--- src/rtl/crc_reg_pkg.sv ---
package crc_reg_pkg;

    localparam int DATA_W     = 32;
    localparam int NREG       = 16;
    localparam int ALIGN_BITS = 9;
    localparam logic [11:0] VERSION_ID = 12'h202;

    // Register identifiers; each maps to one word offset below.
    typedef enum logic [3:0] {
        RID_DESC    = 4'd0,
        RID_CH_SET  = 4'd1,
        RID_CH_CLR  = 4'd2,
        RID_CH_VIEW = 4'd3,
        RID_DM_SET  = 4'd4,
        RID_DM_CLR  = 4'd5,
        RID_DM_VIEW = 4'd6,
        RID_DSTAT   = 4'd7,
        RID_CTRL    = 4'd8,
        RID_MODE    = 4'd9,
        RID_RESULT  = 4'd10,
        RID_EM_SET  = 4'd11,
        RID_EM_CLR  = 4'd12,
        RID_EM_VIEW = 4'd13,
        RID_ESTAT   = 4'd14,
        RID_VER     = 4'd15
    } rid_e;

    // Indices into the set/clear bank and the sticky bank.
    localparam int SC_CHAN  = 0;
    localparam int SC_DMSK  = 1;
    localparam int SC_EMSK  = 2;
    localparam int NSC      = 3;
    localparam int ST_DONE  = 0;
    localparam int ST_ERR   = 1;
    localparam int NST      = 2;

    typedef struct packed {
        logic [3:0] div;
        logic [1:0] poly;
        logic       cmp;
        logic       en;
    } mode_t;

    function automatic logic [7:0] rid_offset(input int idx);
        case (idx)
            0:       return 8'h00;
            1:       return 8'h08;
            2:       return 8'h0C;
            3:       return 8'h10;
            4:       return 8'h14;
            5:       return 8'h18;
            6:       return 8'h1C;
            7:       return 8'h20;
            8:       return 8'h34;
            9:       return 8'h38;
            10:      return 8'h3C;
            11:      return 8'h40;
            12:      return 8'h44;
            13:      return 8'h48;
            14:      return 8'h4C;
            default: return 8'hFC;
        endcase
    endfunction

endpackage

--- src/rtl/crc_addr_decode.sv ---
module crc_addr_decode
    import crc_reg_pkg::*;
#(
    parameter int ADDR_W = 8
) (
    input  logic [ADDR_W-1:0] addr,
    input  logic              wen,
    input  logic              ren,
    output logic [NREG-1:0]   wr_hit,
    output logic [NREG-1:0]   rd_hit
);
    localparam int WIDX_W = ADDR_W - 2;

    logic [NREG-1:0] match;
    logic            unused_lsb;

    assign unused_lsb = ^addr[1:0];

    for (genvar g = 0; g < NREG; g++) begin : g_match
        localparam logic [7:0] OFS = rid_offset(g);
        assign match[g]  = (addr[ADDR_W-1:2] == WIDX_W'(OFS >> 2));
        assign wr_hit[g] = wen & match[g];
        assign rd_hit[g] = ren & match[g];
    end

endmodule

--- src/rtl/crc_setclr_bank.sv ---
module crc_setclr_bank #(
    parameter int N = 3
) (
    input  logic         clk,
    input  logic         rst_n,
    input  logic [N-1:0] set_i,
    input  logic [N-1:0] clr_i,
    output logic [N-1:0] bits_o
);
    logic [N-1:0] bits_d, bits_q;

    always_comb begin
        bits_d = bits_q;
        for (int i = 0; i < N; i++) begin
            if (set_i[i]) bits_d[i] = 1'b1;
            if (clr_i[i]) bits_d[i] = 1'b0;
        end
    end

    always_ff @(posedge clk or negedge rst_n) begin
        if (!rst_n) bits_q <= '0;
        else        bits_q <= bits_d;
    end

    assign bits_o = bits_q;

endmodule

--- src/rtl/crc_sticky_bank.sv ---
module crc_sticky_bank #(
    parameter int N = 2
) (
    input  logic         clk,
    input  logic         rst_n,
    input  logic [N-1:0] event_i,
    input  logic [N-1:0] rdclr_i,
    output logic [N-1:0] stat_o
);
    logic [N-1:0] stat_d, stat_q;

    // A new event outranks a read-clear in the same cycle.
    always_comb begin
        stat_d = (stat_q & ~rdclr_i) | event_i;
    end

    always_ff @(posedge clk or negedge rst_n) begin
        if (!rst_n) stat_q <= '0;
        else        stat_q <= stat_d;
    end

    assign stat_o = stat_q;

endmodule

--- src/rtl/crc_regblock.sv ---
module crc_regblock
    import crc_reg_pkg::*;
#(
    parameter int ADDR_W = 8
) (
    input  logic              clk,
    input  logic              rst_n,
    input  logic [ADDR_W-1:0] bus_addr,
    input  logic              bus_wen,
    input  logic              bus_ren,
    input  logic [31:0]       bus_wdata,
    output logic [31:0]       bus_rdata,
    input  logic              dma_done_i,
    input  logic              cmp_err_i,
    input  logic              crc_load_i,
    input  logic [31:0]       crc_value_i,
    output logic              irq_o,
    output logic              dma_en_o,
    output logic [31:0]       desc_base_o,
    output logic              crc_reset_o,
    output logic              mode_en_o,
    output logic              mode_cmp_o,
    output logic [1:0]        mode_poly_o,
    output logic [3:0]        mode_div_o
);
    localparam int BASE_W = DATA_W - ALIGN_BITS;

    typedef struct packed {
        logic [BASE_W-1:0] base;
        mode_t             mode;
        logic [DATA_W-1:0] result;
        logic              rst_pulse;
        logic [DATA_W-1:0] rdata;
    } state_t;

    state_t s_d, s_q;

    logic [NREG-1:0]   wr_hit, rd_hit;
    logic [NSC-1:0]    sc_set, sc_clr, sc_bits;
    logic [NST-1:0]    st_ev, st_clr, st_bits;
    logic [DATA_W-1:0] rd_view [NREG];
    logic [DATA_W-1:0] rd_val;
    logic              ctrl_fire;
    logic              unused_sig;

    crc_addr_decode #(.ADDR_W(ADDR_W)) dec_i (
        .addr   (bus_addr),
        .wen    (bus_wen),
        .ren    (bus_ren),
        .wr_hit (wr_hit),
        .rd_hit (rd_hit)
    );

    assign sc_set[SC_CHAN] = wr_hit[RID_CH_SET] & bus_wdata[0];
    assign sc_clr[SC_CHAN] = wr_hit[RID_CH_CLR] & bus_wdata[0];
    assign sc_set[SC_DMSK] = wr_hit[RID_DM_SET] & bus_wdata[0];
    assign sc_clr[SC_DMSK] = wr_hit[RID_DM_CLR] & bus_wdata[0];
    assign sc_set[SC_EMSK] = wr_hit[RID_EM_SET] & bus_wdata[0];
    assign sc_clr[SC_EMSK] = wr_hit[RID_EM_CLR] & bus_wdata[0];

    crc_setclr_bank #(.N(NSC)) sc_i (
        .clk    (clk),
        .rst_n  (rst_n),
        .set_i  (sc_set),
        .clr_i  (sc_clr),
        .bits_o (sc_bits)
    );

    assign st_ev[ST_DONE]  = dma_done_i;
    assign st_ev[ST_ERR]   = cmp_err_i;
    assign st_clr[ST_DONE] = rd_hit[RID_DSTAT];
    assign st_clr[ST_ERR]  = rd_hit[RID_ESTAT];

    crc_sticky_bank #(.N(NST)) st_i (
        .clk     (clk),
        .rst_n   (rst_n),
        .event_i (st_ev),
        .rdclr_i (st_clr),
        .stat_o  (st_bits)
    );

    assign ctrl_fire = wr_hit[RID_CTRL] & bus_wdata[0];

    // Per-register read views; write-only slots stay zero.
    always_comb begin
        for (int i = 0; i < NREG; i++) rd_view[i] = '0;
        rd_view[RID_DESC]    = {s_q.base, {ALIGN_BITS{1'b0}}};
        rd_view[RID_CH_VIEW] = {{(DATA_W-1){1'b0}}, sc_bits[SC_CHAN]};
        rd_view[RID_DM_VIEW] = {{(DATA_W-1){1'b0}}, sc_bits[SC_DMSK]};
        rd_view[RID_DSTAT]   = {{(DATA_W-1){1'b0}}, st_bits[ST_DONE]};
        rd_view[RID_MODE]    = {{(DATA_W-8){1'b0}}, s_q.mode};
        rd_view[RID_RESULT]  = s_q.mode.cmp ? '0 : s_q.result;
        rd_view[RID_EM_VIEW] = {{(DATA_W-1){1'b0}}, sc_bits[SC_EMSK]};
        rd_view[RID_ESTAT]   = {{(DATA_W-1){1'b0}}, st_bits[ST_ERR]};
        rd_view[RID_VER]     = {{(DATA_W-12){1'b0}}, VERSION_ID};
    end

    always_comb begin
        rd_val = '0;
        for (int i = 0; i < NREG; i++) begin
            if (rd_hit[i]) rd_val = rd_val | rd_view[i];
        end
    end

    always_comb begin
        s_d = s_q;
        if (wr_hit[RID_DESC]) s_d.base = bus_wdata[DATA_W-1:ALIGN_BITS];
        if (wr_hit[RID_MODE]) s_d.mode = mode_t'(bus_wdata[7:0]);
        if (crc_load_i)       s_d.result = crc_value_i;
        if (ctrl_fire)        s_d.result = '0;
        s_d.rst_pulse = ctrl_fire;
        s_d.rdata     = bus_ren ? rd_val : '0;
    end

    always_ff @(posedge clk or negedge rst_n) begin
        if (!rst_n) s_q <= '0;
        else        s_q <= s_d;
    end

    assign bus_rdata   = s_q.rdata;
    assign desc_base_o = {s_q.base, {ALIGN_BITS{1'b0}}};
    assign crc_reset_o = s_q.rst_pulse;
    assign dma_en_o    = sc_bits[SC_CHAN];
    assign mode_en_o   = s_q.mode.en;
    assign mode_cmp_o  = s_q.mode.cmp;
    assign mode_poly_o = s_q.mode.poly;
    assign mode_div_o  = s_q.mode.div;
    assign irq_o       = (st_bits[ST_DONE] & sc_bits[SC_DMSK])
                       | (st_bits[ST_ERR]  & sc_bits[SC_EMSK]);

    assign unused_sig = ^{bus_wdata[8], wr_hit[RID_CH_VIEW], wr_hit[RID_DM_VIEW],
                          wr_hit[RID_DSTAT], wr_hit[RID_RESULT], wr_hit[RID_EM_VIEW],
                          wr_hit[RID_ESTAT], wr_hit[RID_VER], rd_hit[RID_CH_SET]};

endmodule


--- config.mk ---
export PLATFORM = sky130hd
export DESIGN_NAME = crc_regblock
export DESIGN_NICKNAME = d
export VERILOG_FILES = /design/src/rtl/crc_reg_pkg.sv /design/src/rtl/crc_addr_decode.sv /design/src/rtl/crc_setclr_bank.sv /design/src/rtl/crc_sticky_bank.sv /design/src/rtl/crc_regblock.sv
export SDC_FILE = /design/constraint.sdc
export NUM_CORES = 1
export LEC_CHECK = 0
export CAP_MARGIN = 10
export CORE_MARGIN = 1.5
export CORE_UTILIZATION = 30
export DETAILED_ROUTE_END_ITERATION = 8
export PLACE_DENSITY = 0.56
export SETUP_SLACK_MARGIN = 0.15
export SLEW_MARGIN = 20
export SYNTH_ARGS = -nofsm -noshare
export SYNTH_HDL_FRONTEND = slang
export SYNTH_SLANG_ARGS = --single-unit
export TNS_END_PERCENT = 100
--- constraint.sdc ---
create_clock -name clk -period 2.7 [get_ports clk]
set_input_delay 0.405 -clock clk [delete_from_list [all_inputs] [get_ports clk]]
set_output_delay 0.405 -clock clk [all_outputs]
set_load 0.05 [all_outputs]
# == Word-level counts from Yosys, hierarchy flattened ==
# Cells that the tools add are included.
# totals
regBits,101
word_cells,89
out_inout_bits,75
inputBits,79
# classes
bitwise,38
muxes,19
n_eq_ne,15
reduce_logical,5
# ops
cell,count
2-to-1 mux 32 bit,12
bitwise OR 32 x 1 -> 32 bit,5
bitwise OR 32 bit,1
bitwise OR 32 x 8 -> 32 bit,1
AND 1 bit,27
== test 6 x 3 -> 1 bit (second input constant),4
== test 6 x 4 -> 1 bit (second input constant),4
== test 6 x 5 -> 1 bit (second input constant),4
== test 6 x 2 -> 1 bit (second input constant),2
2-to-1 mux 10 bit,1
nonzero test 2 bit,4
== test 6 bit (second input constant),1
zero test 6 bit,1
2-to-1 mux 1 bit,6
AND 2 bit,1
inverter 2 bit,1
bitwise OR 2 bit,1
bitwise OR 1 bit,1

# == Logic depth before layout (Yosys ltp) ==
# Gate-level depths: netlist (run 1).
# logic_depth
ltp_word,19
mapped_depth,6
depth_no_buf,4

# == By module ==
# A second synthesis (run 1) with hierarchy kept.
# unflattened
cells_unflattened,395
hier_area_um2,4737.0
# modules_own_cells
module,instances,seq_area_each_um2,area_each_um2,cells_each
crc_regblock,1,2402.3,4311.6,334
crc_addr_decode,1,0.0,247.7,49
crc_setclr_bank,1,75.1,105.1,6
crc_sticky_bank,1,50.0,72.6,6

# == Least setup slack after synthesis (run 1) ==
# No wires, ideal clock.
# synth_path
path_type,input to register
from,input port bus_addr[7]
to,register s_q (netlist bit bus_rdata[8])
path_slack_ps,973
t_arrival_ps,1661
stages,5
setup_time_ps,66
n_path_buf,2
required_time_ps,2634
cell_sequence,buf_2 or3b_4 nor4_4 buf_2 and2_1
# synth_lines
element,line_no,rtl
start: declaration,crc_regblock.sv:8,"input logic [ADDR_W-1:0] bus_addr,"
end signal: assignment,crc_regblock.sv:116,if (!rst_n) s_q <= '0;
end signal: assignment,crc_regblock.sv:117,else s_q <= s_d;
end: declaration,crc_regblock.sv:36,"state_t s_d, s_q;"

# == Worst setup path in the final report (run 1) ==
# layout_path
from,"register sc_i.bits_q[1], in the netlist sc_i.bits_o[1]"
to,output port irq_o
# layout_between
elab_chain_len,2
# layout_rtl
element,line_no,rtl
start: declaration,crc_setclr_bank.sv:10,"logic [N-1:0] bits_d, bits_q;"
start signal: assignment,crc_setclr_bank.sv:22,else bits_q <= bits_d;
AND 1 bit,crc_regblock.sv:128,assign irq_o = (st_bits[ST_DONE] & sc_bits[SC_DMSK])
bitwise OR 1 bit,crc_regblock.sv:129,| (st_bits[ST_ERR] & sc_bits[SC_EMSK]);
end: declaration,crc_regblock.sv:17,"output logic irq_o,"
# Every way passes these cells.

==> metrics.txt, run 1 <==
status finished clean; Clock Power Share 0.351; register bit total from synthesis 101; Die ar. 0.01594 mm^2; Iter 0 DRT Violations 94; Pwr Density 626.1 mW/mm^2; CP required 2.30 ns; Post-Route WL 10390 um; die height 126.2 um; CP Class flop to output pin; VDD IR max 0.3447 mV; Overall Power 3766 uW; EDFF count, synth 0; crit share post-route 0.7832; clock latency on the worst-skew pair 0.34 ns; Synth area leaders dfrtp_1 (55%), buf_4 (12%), mux2_2 (7.9%); max_slew headroom 0.5961; Worst setup EP type output pin; DR DRC count 0; ys flop type dfrtp_1; RSZ-0062 raised after global routing false; total CTS buffers 9; ANT nets after route 0; Layout area overhead 32.02%; switch share 0.2928; Leak 0.002690 uW; post-synthesis sequential area ratio 0.5546; CTS tree done; I/O pins 154; internal power 2664 uW; Clock Sinks 101; placed inst area 0.005717 mm^2; Hold Violations, Final 0; Initial DRT Pass Iterations 4; FF-to-FF End bus_rdata[3]; Core Util, Final 0.4093; Post-synth top cells dfrtp_1 (101), buf_4 (71), nor2_1 (43), mux2_2 (32), mux2i_1 (32); Highest Clock Rate 472.9 MHz; Reg2Reg Depth 4; share of the synthesized area in the top cell type 0.5546; Design Area, Final 0.006016 mm^2; fin crit period 2.115 ns; # nets final 533; dominant cell type by area after synthesis dfrtp_1; count of final setup violators 0; # port buffers 141; synthesized netlist cell count 370; Clock Skew 0.009980 ns; die width 126.2 um; Setup TNS 0 ns; GR Overflow Total 0; clock root buffer master clkbuf_16; FFs w/ async S/R, synth 1.000; sequential power share 0.454; CP endpoint irq_o; CP Launch Type flop; Worst-path clk slew 0.07 ns; worst-margin pin slew 0.6058 ns; # diodes 0; R2R Setup Slk 1.25 ns; synth warn 0; Tightest Hold Check Type input pin to asynchronous set/reset pin; Max Root-Sink Buffers 2; arrival time worst endpoint 1.71 ns; Final Max Tran Viols 0; Syn Area/Cell 12.32 um^2; vias in the first global route 3063; Crit. Startpoint sc_i.bits_o[1]; synthesized area 0.004557 mm^2; share of post-route cells with drive strength above 1 0.1481; vias 2938; GPL Wtd Cong 0.8513; Total GRT Usage 0.1339; Crit Path Max Fanout 4; MaxCap Viol Count 0; initial antenna violation count 0; Placeable Area 0.01470 mm^2; count leader, synth dfrtp_1; fill cell count 1416; Placed Instances 627; sw power 1103 uW; Reg2Reg Launch Point mode_cmp_o; Cell variety after synth 38; # rows 44; fin cells 643; CTS resizes 0; number of buffers added for setup after CTS 0; vias per inst 4.569; largest net degree at the start of global routing 58; post-DP HPWL 7107 um; CTS H-Tree Depth 3; Wirelength per Cell 16.16 um; global-route wire length before repair 16370 um; # hold bufs at CTS 0; initial core utilization 0.3100; Combinational Power Share 0.195
## routing by layer
| metal | GRT usage | part of all wire | vias up |
|---|---|---|---|
| met1 | 0.1711 | 0.44 | 1453 |
| met3 | 0.04970 | 0.064 | 6 |
| met5 | 0 | 0 | - |
| met2 | 0.2156 | 0.49 | 112 |
| met4 | 0.03381 | 0.0088 | 0 |
| li1 | - | - | 1367 |
## sequential cells by signal, summed over array words and instances (netlist names)
signal and count:
mode_div_o 4, bus_rdata 32, mode_cmp_o 1, sc_i.bits_o 3, mode_en_o 1, mode_poly_o 2
st_i.stat_o 2, crc_reset_o 1, desc_base_o 23, s_q 32
## logic make-up after synthesis
logic type / Yosys count / synth area share
other: 1 / 0.0008229
buffers and inverters: 90 / 0.1373
AOI/OAI and AO/OA: 43 / 0.07578
muxes: 64 / 0.1494
and+or+nand+nor: 71 / 0.08210
DFF: 101 / 0.5546
## placed cells by master, fill, tap and decap left out, types with 3 or more instances in the layout
cell type / instances
nor4b_1: 3
buf_4: 12
nor4_4: 3
dfrtp_1: 101
clkbuf_16: 9
a22o_1: 23
a21oi_1: 3
clkdlybuf4s50_1: 139
conb_1: 9
nand2_1: 4
mux2_2: 32
a22oi_1: 7
nor2_1: 43
nand3_1: 4
mux2i_1: 32
## power groups by stage
stage,clock (uW),sequential (uW),combinational [uW]
2_1_floorplan,0,1740,510
3_3_place_gp,0,1740,735
3_5_place_dp,0,1740,742
4_1_cts,1370,1710,745
5_1_grt,1440,1730,777
6_report,1320,1710,735
## worst max-delay path: stages (launching register included)
cell,delay (ns)
dfrtp_1,0.41
a22o_1,0.16
clkdlybuf4s50_1,0.80
## how the worst min path moves through the flow
stage | startpoint | slack (ns) | to | depth (start not counted)
6_report | rst_n | 0.06 | desc_base_o[17] | 1
5_1_grt | rst_n | 0.1 | desc_base_o[17] | 1
4_1_cts | rst_n | 0.07 | desc_base_o[17] | 1
3_5_place_dp | rst_n | 0.45 | desc_base_o[16] | 1
3_3_place_gp | rst_n | 0.44 | desc_base_o[17] | 1
2_1_floorplan | rst_n | 0.11 | bus_rdata[0] | 0
## layout make-up
| type | instances | area [um^2] | area share |
|---|---|---|---|
| inverters | 2 | 7.507 | 0.001248 |
| flip-flops and latches | 101 | 2527 | 0.4201 |
| clock inverters | 6 | 70.07 | 0.01165 |
| multi-input cells | 187 | 1445 | 0.2402 |
| repair buffers | 153 | 1506 | 0.2504 |
| well taps | 184 | 230.2 | 0.03827 |
| clock buffers | 10 | 229.0 | 0.03806 |
## per-stage QoR
step	hold WS, ns	setup WS (ns)
after global placement	0.4427	0.3731
after global routing	0.09526	0.5405
after CTS	0.07077	0.5603
after floorplan	0.1094	0.9730
final	0.05685	0.5854
after detailed placement	0.4451	0.3729
Power figures use the tool's default switching activity.
==> run 2: changes to the inputs <==
clock period = 2.1 ns   (was 2.7 ns; I/O delays follow)
==> metrics.txt, run 2 (synthesis gave the netlist of run 1 again) <==
# rows 44; Design Area, Final 0.006093 mm^2; MaxCap Viol Count 0; CP required 1.78 ns; Tightest Hold Check Type input pin to asynchronous set/reset pin; # nets final 539; Hold Violations, Final 0; ANT nets after route 0; Placeable Area 0.01470 mm^2; Initial DRT Pass Iterations 5; Min Hold Slack 0.03331 ns; post-DP HPWL 6938 um; VDD IR max 0.4008 mV; clock latency on the worst-skew pair 0.34 ns; share of post-route cells with drive strength above 1 0.1591; largest net degree at the start of global routing 102; CP Launch Type flop; max_slew headroom 0.6239; most frequent cells in the layout clkdlybuf4s50_1 (135), dfrtp_1 (101), nor2_1 (43); CTS H-Tree Depth 3; vias per inst 4.601; Setup WS pre-CTS -0.0009648 ns; Highest Clock Rate 535.8 MHz; Max Root-Sink Buffers 2; GPL Wtd Cong 0.8704; Clock Skew 0.006971 ns; placed inst area 0.005809 mm^2; Final Max Tran Viols 0; Clock Sinks 101; Die ar. 0.01594 mm^2; status finished clean; initial core utilization 0.3100; fin cells 649; Crit path max-delay family buffers and inverters; RSZ-0062 raised after global routing false; die width 126.2 um; Slowest Stage Delay on Critical Path 0.82 ns; CTS tree done; count of final setup violators 0; GR Overflow Total 0; Crit-path slowest cell clkdlybuf4s50_1; Worst setup EP type output pin; I/O pins 154; DR DRC count 0; vias 2986; Layout area overhead 33.72%; Placed Instances 633; Leak 0.002756 uW; number of buffers added for setup after CTS 0; initial antenna violation count 0; vias in the first global route 3158; CP Class flop to output pin; Pwr Density 776.5 mW/mm^2; global-route wire length before repair 16880 um; commonest non-fill, non-tap cell in the layout clkdlybuf4s50_1; PnR worst setup slack 0.2337 ns; die height 126.2 um; clock root buffer master clkbuf_16; fin crit period 1.866 ns; Crit Path Max Fanout 3; Iter 0 DRT Violations 93; Core Util, Final 0.4145; Total GRT Usage 0.1361; worst-margin pin slew 0.5624 ns; Wirelength per Cell 15.92 um; buffers and inverters on the worst path 1; arrival time worst endpoint 1.55 ns; Post-Route WL 10330 um; critical path, cell by cell clkdlybuf4s50_1; total CTS buffers 9; # diodes 0; # port buffers 141; Worst-path clk slew 0.07 ns; crit share post-route 0.8887
run 2: cell count changes in the layout (fill, tap and decap cells not counted), sizes merged:
cell           before  now
clkinvlp            0    2
dlygate4sd2         0    1
clkbuf             10   13
dlymetal6s2s        0    2
clkdlybuf4s50     139  135
buf                14   21
inv                 4    2
clkinv              3    1
bufinv              1    0
run 2: cell type report:
| type | instances | area, um^2 |
|---|---|---|
| well taps | 184 | 230.2 |
| clock buffers | 13 | 260.3 |
| inverters | 2 | 7.507 |
| flip-flops and latches | 101 | 2527 |
| repair buffers | 159 | 1603 |
| multi-input cells | 187 | 1445 |
| clock inverters | 3 | 20.02 |
| fillers | 1404 | 8606 |
run 2: layer usage:
metal  GRT usage  share of wire  vias up
met4     0.03178         0.0090        0
li1            -              -     1382
met5           0              0        -
met1      0.1720           0.44     1472
met2      0.2191           0.48      126
met3     0.05480          0.075        6
run 2: what timing repair did:
action | 4_1_cts | 5_1_grt
gates resized for setup | 1 | 2
setup endpoints to repair | 1 | 2
hold buffers | 0 | 0
run 2: path summary, 6_finish.rpt:
check | from | end | slack, ns | depth (start not counted)
setup / recovery | sc_i.bits_o[0] | dma_en_o | 0.23 | 1
hold / removal | rst_n | s_q[50] | 0.03 | 2
setup reg to reg | mode_cmp_o | bus_rdata[5] | 0.75 | 4
hold reg to reg | s_q[63] | bus_rdata[30] | 0.49 | 1
max in group asynchronous | rst_n | desc_base_o[9] | 1.67 | 2
min in group clk | s_q[63] | bus_rdata[30] | 0.49 | 1
run 2: worst register-to-register path: stages (launching register included):
cell and delay, ns:
dfrtp_1 0.45, nor4_4 0.34, buf_12 0.24, a22oi_1 0.12, nor2_1 0.12
run 2: per-stage QoR:
step / total power, uW / TNS, ns
after detailed placement: 3204 / -0.0009648
after floorplan: 2889 / 0
after CTS: 4823 / 0
after global placement: 3191 / 0
after global routing: 4965 / 0
final: 4731 / 0
run 2: where the power goes:
| part | switching [uW] | internal (uW) |
|---|---|---|
| Clock | 708 | 868 |
| Sequential | 103 | 2100 |
| Combinational | 556 | 401 |
| Total | 1370 | 3360 |
==> run 3: changes to the inputs <==
MAX_ROUTING_LAYER = met4   (was unset)
==> metrics.txt, run 3 (synthesis gave the netlist of run 1 again) <==
status finished clean; CTS tree done; VDD IR max 0.4013 mV; worst-margin pin slew 0.5626 ns; die height 126.2 um; vias 2975; Reg2Reg Depth 4; Reg2Reg Launch Point mode_cmp_o; fin cells 649; Die ar. 0.01594 mm^2; Design Area, Final 0.006093 mm^2; share of post-route cells with drive strength above 1 0.1591; switch share 0.2894; placed inst area 0.005809 mm^2; global-route wire length before repair 16850 um; Min Hold Slack 0.03644 ns; # nets final 539; Worst setup EP type output pin; FF-to-FF End bus_rdata[5]; Total GRT Usage 0.1400; ANT nets after route 0; max_slew headroom 0.6238; Crit Path Max Fanout 3; Initial DRT Pass Iterations 4; R2R Setup Slk 0.75 ns; most frequent cells in the layout clkdlybuf4s50_1 (135), dfrtp_1 (101), nor2_1 (43); die width 126.2 um; internal power 3365 uW; CP Class flop to output pin; critical path, cell by cell clkdlybuf4s50_1; sequential power share 0.465; Pwr Density 777.1 mW/mm^2; total CTS buffers 9; # diodes 0; CP Depth 1; Combinational Power Share 0.202; Wirelength per Cell 15.91 um; # rows 44; Crit path max-delay family buffers and inverters; fin crit period 1.865 ns; buffers and inverters on the worst path 1; CTS H-Tree Depth 3; clock latency on the worst-skew pair 0.34 ns; Max Root-Sink Buffers 2; vias per inst 4.584; RSZ-0062 raised after global routing false; CP required 1.78 ns; DR DRC count 0; Clock Skew 0.006631 ns; met1 usage 0.1736; Leak 0.002756 uW; clock root buffer master clkbuf_16; Slowest Stage Delay on Critical Path 0.82 ns; Crit-path slowest cell clkdlybuf4s50_1; Placeable Area 0.01470 mm^2; post-DP HPWL 6938 um; Clock Power Share 0.333; Setup TNS 0 ns; Placed Instances 633; initial antenna violation count 0; Worst-path clk slew 0.07 ns; arrival time worst endpoint 1.55 ns; largest net degree at the start of global routing 102; Hold Violations, Final 0; Iter 0 DRT Violations 100; Layout area overhead 33.72%; I/O pins 154; PnR worst setup slack 0.2352 ns; CP Launch Type flop; Post-Route WL 10320 um; met3 Resource Use GR 0.05140; Final Max Tran Viols 0; Tightest Hold Check Type input pin to asynchronous set/reset pin; MaxCap Viol Count 0; crit share post-route 0.8880; Highest Clock Rate 536.2 MHz; # port buffers 141; commonest non-fill, non-tap cell in the layout clkdlybuf4s50_1; initial core utilization 0.3100; GR Overflow Total 0; Setup WS pre-CTS -0.0009648 ns; met2 Track Usage GR 0.2191; Clock Sinks 101; vias in the first global route 3155; GPL Wtd Cong 0.8846; GRT busiest layer met2; count of final setup violators 0; # hold bufs at CTS 0; sw power 1370 uW
[run 3: cell counts in the layout (fill, tap and decap cells not counted)]
No cell type changed its count.
[run 3: metrics by stage]
step | util | total power (uW)
finish | 0.4145 | 4735
global route | 0.4145 | 4963
CTS | 0.4142 | 4823
detailed placement | 0.3952 | 3204
global placement | 0.3952 | 3191
floorplan | - | 2889
[run 3: worst max-delay path by stage]
stage,start,to,slack (ns)
finish,sc_i.bits_o[0],dma_en_o,0.24
global route,mode_en_o,mode_en_o,0.18
CTS,desc_base_o[31],desc_base_o[31],0.17
detailed placement,bus_ren,bus_rdata[5],-0.001
global placement,bus_ren,bus_rdata[1],0.05
floorplan,bus_addr[7],bus_rdata[8],0.46
[run 3: area by class of cell]
| cell class | instances | area, um^2 |
|---|---|---|
| clock buffers | 13 | 260.3 |
| clock inverters | 3 | 20.02 |
| fillers | 1404 | 8606 |
| inverters | 2 | 7.507 |
| multi-input cells | 187 | 1445 |
| flip-flops and latches | 101 | 2527 |
| well taps | 184 | 230.2 |
| repair buffers | 159 | 1603 |
[run 3: repair_timing]
action	CTS	global route
gates cloned	0	0
buffers inserted	0	0
resized for setup	1	2
endpoints found under the hold margin	0	0
setup endpoints to repair	1	2
[run 3: power by group through the flow]
stage	sequential, uW	combinational, uW	clock, uW
final	2200	957	1580
after global placement	2230	957	0
after floorplan	2230	656	0
after global routing	2220	1010	1730
after detailed placement	2240	966	0
after CTS	2200	969	1650
[run 3: metal layers]
| metal | vias to the layer above | share of wire |
|---|---|---|
| li1 | 1382 | - |
| met1 | 1469 | 0.45 |
| met2 | 118 | 0.47 |
| met3 | 6 | 0.068 |
| met4 | 0 | 0.0090 |
| met5 | - | 0 |
